## src/rtl/pal_pkg.sv

```systemverilog
package pal_pkg;
  localparam int NUM_CELL      = 8;
  localparam int TERMS_PER_CEL = 8;
  localparam int NUM_ROW       = NUM_CELL * TERMS_PER_CEL;
  localparam int COL_PER_SLOT  = 4;
  localparam int NUM_SLOT      = 8;
  localparam int NUM_COL       = NUM_SLOT * COL_PER_SLOT;
  localparam int ROW_AW        = $clog2(NUM_ROW);
  localparam int COL_AW        = $clog2(NUM_COL);
  localparam int FUSE_AW       = ROW_AW + COL_AW;

  typedef logic [NUM_COL-1:0] row_fuse_t;

  function automatic bit cell_is_reg(int num_regs, int m);
    int first;
    first = (NUM_CELL - num_regs) / 2;
    return (num_regs != 0) && (m >= first) && (m < first + num_regs);
  endfunction
endpackage

```

## src/rtl/pal_fuse_store.sv

```systemverilog
module pal_fuse_store
  import pal_pkg::*;
(
  input  logic                   clk_i,
  input  logic                   rst_ni,
  input  logic                   cfg_i,
  input  logic                   we_i,
  input  logic [FUSE_AW-1:0]     addr_i,
  input  logic                   data_i,
  output row_fuse_t              fuse_o [NUM_ROW]
);
  row_fuse_t fuse_q [NUM_ROW];
  logic [ROW_AW-1:0] row_sel;
  logic [COL_AW-1:0] col_sel;

  assign row_sel = addr_i[FUSE_AW-1:COL_AW];
  assign col_sel = addr_i[COL_AW-1:0];

  for (genvar r = 0; r < NUM_ROW; r++) begin : g_row
    always_ff @(posedge clk_i or negedge rst_ni) begin
      if (!rst_ni) begin
        fuse_q[r] <= '1;
      end else if (cfg_i && we_i && (row_sel == ROW_AW'(r))) begin
        fuse_q[r][col_sel] <= data_i;
      end
    end
    assign fuse_o[r] = fuse_q[r];

    p_run_write_ignored_r2: assert property (@(posedge clk_i) disable iff (!rst_ni)
      !cfg_i |=> $stable(fuse_o[r]));
  end
endmodule

```

## src/rtl/pal_term_array.sv

```systemverilog
module pal_term_array
  import pal_pkg::*;
(
  input  logic [NUM_COL-1:0] lits_i,
  input  row_fuse_t          fuse_i [NUM_ROW],
  output logic [NUM_ROW-1:0] term_o
);
  // intact fuse (1) requires its literal to be 1
  for (genvar r = 0; r < NUM_ROW; r++) begin : g_term
    assign term_o[r] = &(lits_i | ~fuse_i[r]);
  end
endmodule

```

## src/rtl/pal_macrocell.sv

```systemverilog
module pal_macrocell
  import pal_pkg::*;
#(
  parameter bit IS_REG = 1'b0
) (
  input  logic                     clk_i,
  input  logic                     rst_ni,
  input  logic                     hold_i,
  input  logic                     clr_i,
  input  logic                     oe_ni,
  input  logic [TERMS_PER_CEL-1:0] terms_i,
  input  logic                     ext_fb_i,
  output logic                     pin_o,
  output logic                     pin_oe_o,
  output logic                     fb_o
);
  if (IS_REG) begin : g_reg
    logic q;
    always_ff @(posedge clk_i or negedge rst_ni) begin
      if (!rst_ni)      q <= 1'b0;
      else if (clr_i)   q <= 1'b0;
      else if (!hold_i) q <= |terms_i;
    end
    assign pin_o    = ~q;
    assign pin_oe_o = ~oe_ni & ~hold_i;
    assign fb_o     = q;

    p_capture_r6: assert property (@(posedge clk_i) disable iff (!rst_ni)
      (!hold_i && !clr_i) |=> (pin_o == !$past(|terms_i)));
    p_hold_state_r8: assert property (@(posedge clk_i) disable iff (!rst_ni)
      hold_i |=> $stable(pin_o));
    p_leave_clear_r8: assert property (@(posedge clk_i) disable iff (!rst_ni)
      clr_i |=> (pin_o && !fb_o));
  end else begin : g_comb
    logic sum;
    assign sum      = |terms_i[TERMS_PER_CEL-1:1];
    assign pin_o    = ~sum;
    assign pin_oe_o = terms_i[0] & ~hold_i;
    assign fb_o     = ext_fb_i;
  end

  p_cfg_no_drive_r8: assert property (@(posedge clk_i) disable iff (!rst_ni)
    hold_i |-> !pin_oe_o);
endmodule

```

## src/rtl/pal_array.sv

```systemverilog
module pal_array
  import pal_pkg::*;
#(
  parameter int NUM_REGS = 4,
  localparam int NUM_IN  = (NUM_REGS == 0) ? NUM_SLOT + 2 : NUM_SLOT
) (
  input  logic               clk_i,
  input  logic               rst_ni,
  input  logic               cfg_mode_i,
  input  logic               fuse_we_i,
  input  logic [FUSE_AW-1:0] fuse_addr_i,
  input  logic               fuse_data_i,
  input  logic [NUM_IN-1:0]  in_i,
  input  logic               oe_ni,
  input  logic [NUM_CELL-1:0] pin_i,
  output logic [NUM_CELL-1:0] pin_o,
  output logic [NUM_CELL-1:0] pin_oe_o
);
  row_fuse_t           fuse [NUM_ROW];
  logic [NUM_COL-1:0]  lits;
  logic [NUM_ROW-1:0]  terms;
  logic [NUM_CELL-1:0] fb;
  logic [NUM_CELL-1:0] ext_fb;
  logic                cfg_q;
  logic                leave;

  always_ff @(posedge clk_i or negedge rst_ni) begin
    if (!rst_ni) cfg_q <= 1'b0;
    else         cfg_q <= cfg_mode_i;
  end
  assign leave = cfg_q & ~cfg_mode_i;

  pal_fuse_store i_store (
    .clk_i  (clk_i),
    .rst_ni (rst_ni),
    .cfg_i  (cfg_mode_i),
    .we_i   (fuse_we_i),
    .addr_i (fuse_addr_i),
    .data_i (fuse_data_i),
    .fuse_o (fuse)
  );

  for (genvar k = 0; k < NUM_SLOT; k++) begin : g_slot
    assign lits[COL_PER_SLOT*k]     = in_i[k];
    assign lits[COL_PER_SLOT*k + 1] = ~in_i[k];
    assign lits[COL_PER_SLOT*k + 2] = fb[k];
    assign lits[COL_PER_SLOT*k + 3] = ~fb[k];
  end

  pal_term_array i_terms (
    .lits_i (lits),
    .fuse_i (fuse),
    .term_o (terms)
  );

  for (genvar m = 0; m < NUM_CELL; m++) begin : g_cell
    if (NUM_REGS == 0 && m == 0) begin : g_ded_lo
      assign ext_fb[m] = in_i[NUM_IN-2];
    end else if (NUM_REGS == 0 && m == NUM_CELL-1) begin : g_ded_hi
      assign ext_fb[m] = in_i[NUM_IN-1];
    end else begin : g_pad
      assign ext_fb[m] = pin_i[m];
    end

    pal_macrocell #(.IS_REG(cell_is_reg(NUM_REGS, m))) i_cell (
      .clk_i    (clk_i),
      .rst_ni   (rst_ni),
      .hold_i   (cfg_mode_i),
      .clr_i    (leave),
      .oe_ni    (oe_ni),
      .terms_i  (terms[TERMS_PER_CEL*m +: TERMS_PER_CEL]),
      .ext_fb_i (ext_fb[m]),
      .pin_o    (pin_o[m]),
      .pin_oe_o (pin_oe_o[m]),
      .fb_o     (fb[m])
    );
  end

  p_leave_single_r8: assert property (@(posedge clk_i) disable iff (!rst_ni)
    leave |=> !leave);
  p_cfg_all_off_r8: assert property (@(posedge clk_i) disable iff (!rst_ni)
    cfg_mode_i |-> (pin_oe_o == '0));
endmodule

```

## config.mk

```make
export PLATFORM = sky130hd
export DESIGN_NAME = pal_array
export DESIGN_NICKNAME = d
export VERILOG_FILES = /design/src/rtl/pal_pkg.sv /design/src/rtl/pal_fuse_store.sv /design/src/rtl/pal_term_array.sv /design/src/rtl/pal_macrocell.sv /design/src/rtl/pal_array.sv
export SDC_FILE = /design/constraint.sdc
export NUM_CORES = 2
export LEC_CHECK = 0
export BUFFER_PORTS_ARGS = -buffer_cell sky130_fd_sc_hd__buf_2
export CORE_ASPECT_RATIO = 1.5
export CORE_MARGIN = 2
export CORE_UTILIZATION = 30
export DETAILED_ROUTE_END_ITERATION = 7
export SYNTH_ARGS = -nofsm -noshare
export SYNTH_HDL_FRONTEND = slang
export SYNTH_SLANG_ARGS = --single-unit
```

## constraint.sdc

```tcl
create_clock -name clk_i -period 4.3 [get_ports clk_i]
set_input_delay 0.43 -clock clk_i [delete_from_list [all_inputs] [get_ports clk_i]]
set_output_delay 0.43 -clock clk_i [all_outputs]
set_load 0.02 [all_outputs]
```

==> impl_metrics.toml <==
[setup_path]
start_kind = "flop"
ff2ff_path_depth = 7
r2r_start = "g_cell[4].i_cell.fb_o"
worstPathArrival_ps = 3830
crit_top_cell = "nor4_1"
end_kind = "primary output"
r2r_slack_ps = 970
crit_cells = 7
critPathLaunch = "g_cell[4].i_cell.fb_o"
crit_buf_inv = 2
crit_required_ps = 3870
cpMaxStageDelayCell = "dfrtp_4"
critPathCapture = "pin_o[0]"
crit_fanout = 19
worstReg2RegEnd = "g_cell[4].i_cell.fb_o"
cp_top_family = "simple AND/OR/NAND/NOR gates"
path_cells = "buf_4, mux2i_1, nand4_1, nor4_1, or4_1, nor4_1, buf_2"
worstSetupPathType = "flop to primary output"
cpPeakStageDelay_ps = 960

[logic_synthesis]
syn_nets = 11000
netlist_area_sq_um = 101000
synthTopCellsByArea = "dfstp_2 53%, nand3_1 10%, mux2i_1 10%"
synth_seq_cells = 2053
avgSynthCellArea_sq_um = 9.18
synth_edf_count = 0
synth_top_area_cell = "dfstp_2"
seq_area_frac_synth = 0.534
synthMostInstantiatedCell = "nand2_1"
synthTopCellsByCount = "2,162 x nand2_1, 2,056 x nand3_1, 2,048 x dfstp_2"
yosysWarnings = 0
ys_async_sr_fraction = 1.00
synthCells = 11000
ys_types = 40
dominantRegCellSynth = "dfstp_2"
yosys.area.top_type_share = 0.532

[power_and_ir_drop]
seq_power_share = 0.488
p_per_area_nw_per_um2 = 356
ir_drop_uv = 281
power_switching_w = 0.0103
combPwrFrac = 0.071
clkPwrFrac = 0.441
internal-power_w = 0.0299
swShare = 0.256
p_leak_nw = 51.2

[place]
gp_congestion = 0.896
port_buffers = 44
place_worst_setup_slack_ps = 770
post-dp-hpwl_mm = 242

[clock_network]
clk_pin_slew_ps = 70
clock-root-buffer = "clkbuf_16"
cts_made_buffers = 191
h-tree-depth = 4
cts_tree = "yes"
clock_latency_ps = 900
cts_buffer_depth = 4
cts_sinks = 2053

[floorplanning]
floorplan.initialDensity = 0.301
dieArea_sq_um = 342000
die_height_microns = 715
die_x_microns = 478
io_pins = 49
rows = 261
core_sq_um = 336000

[sta]
timing_hold_violations_final = 0
layout_setup_ws_ps = 40.9
fin_crit_sh = 0.990
fin_skew_ps = 52.9
fin_crit_ps = 4260
finalSetupViolCount = 0
report.final.slew_viol_count = 0
slew-limit-headroom = 0.117
tightest_slew_ps = 1320
rsz0062_at_grt = "no"
finalSetupTns_ps = 0
max_freq_mhz = 235

[route]
drc = 0
drt_iter0_markers = 12700
viasPerCell = 5.97
wirelength_mm = 445
wl_per_cell_microns = 29.3
dr.pass1.iters = 7
detail-route-antenna-nets = 0
vias = 90400

[grt]
antenna_found_initial = 34
grt_max_degree = 140
use_met1 = 0.304
grt_overflow = 0
grtUsageTotal = 0.251
grt_first_pass_wirelength_mm = 636
use_met2 = 0.387
grt_pass1_vias = 87200
use_met3 = 0.0574
top_usage_layer = "met2"

[flow_run]
maxCapViolations = 0

[min_path]
hold_depth = 3
hp-class = "primary input to flop"

[final_layout]
area_growth_pct = 12.0
nNetsFinal = 10600
drive_above_1_share = 0.279

[run_status]
status = "completed"
[tightest hold or removal path, cell delays in order]
cell	delay, ps
buf_12	300
nand3_1	170
nand2_1	60
[power by group through the flow]
stage / logic [W] / clock network [W] / registers (W)
after global routing: 0.00288 / 0.0185 / 0.0196
after CTS: 0.00276 / 0.0179 / 0.0196
final: 0.00285 / 0.0178 / 0.0196
after detailed placement: 0.00274 / 0 / 0.0199
after floorplan: 0.00119 / 0 / 0.0199
after global placement: 0.00275 / 0 / 0.0199
[timing repair]
action	4_1_cts	5_1_grt
endpoints found under the hold margin	43	0
gates resized for setup	0	0
hold buffers	1	0
endpoints found under the setup margin	1	0
buffers inserted	1	0
[worst min-delay path by stage]
| stage | from | endpoint | slack (ps) |
|---|---|---|---|
| floorplan | rst_ni | cfg_q | 130 |
| global placement | rst_ni | g_cell[2].i_cell.fb_o | 410 |
| detailed placement | rst_ni | g_cell[2].i_cell.fb_o | 410 |
| CTS | fuse_data_i | i_store.fuse_o[576] | 120 |
| global route | fuse_data_i | i_store.fuse_o[435] | 160 |
| finish | fuse_data_i | i_store.fuse_o[429] | 140 |
[layer usage]
metal / wire (microns) / vias to the layer above / share of wire
li1: - / 37200 / -
met1: 158000 / 45400 / 0.35
met2: 198000 / 6005 / 0.45
met3: 48300 / 1824 / 0.11
met4: 40700 / 18 / 0.091
met5: 179 / - / 0.00040
[through the flow]
| stage | cells | hold slack [ps] | area (sq um) | util | power [W] |
|---|---|---|---|---|---|
| after global placement | 14800 | 414 | 107000 | 0.318 | 0.0227 |
| after detailed placement | 14800 | 413 | 107000 | 0.318 | 0.0227 |
| final | 15200 | 145 | 113000 | 0.337 | 0.0403 |
| after global routing | 15100 | 164 | 113000 | 0.337 | 0.0410 |
| after CTS | 15100 | 121 | 113000 | 0.337 | 0.0403 |
| after floorplan | 11000 | 134 | 101000 | - | 0.0211 |
[cell usage in the layout, fill, tap and decap left out, types with 32 or more instances in the layout]
cell / count
nand2_1: 2142
mux2i_1: 1018
nand4_1: 253
nor4_1: 70
clkbuf_8: 47
nor2_4: 32
clkbuf_16: 194
nor2_2: 69
nand3_1: 2056
o21ai_0: 1803
dfstp_2: 2048
o21ai_1: 245
buf_12: 92
buf_4: 343
clkbuf_1: 39
[layout make-up]
type                    instances  area (sq um)
fillers                     34100        223000
flip-flops and latches       2053         54000
multi-input cells            7797         42600
clock buffers                 280          5650
well taps                    4471          5590
repair buffers                478          4710
clock inverters                50           576
diodes                         18          45.0
inverters                       5          18.8
[state kept, by name, summed over array words and instances (netlist names)]
register / cells
cfg_q: 1
g_cell.i_cell.fb_o: 4
i_store.fuse_o: 2048
[cell families (layout without fill, tap and decap cells)]
family / Yosys count / in the layout / share of synthesized area
AO/OA/AOI/OAI: 2054 / 2054 / 0.102
buffers and inverters: 1166 / 813 / 0.0514
flip-flops: 2053 / 2053 / 0.534
multiplexers: 1021 / 1021 / 0.101
other: 0 / 18 / 0
AND/OR/NAND/NOR: 4722 / 4722 / 0.212
Power figures use the tool's default switching activity.
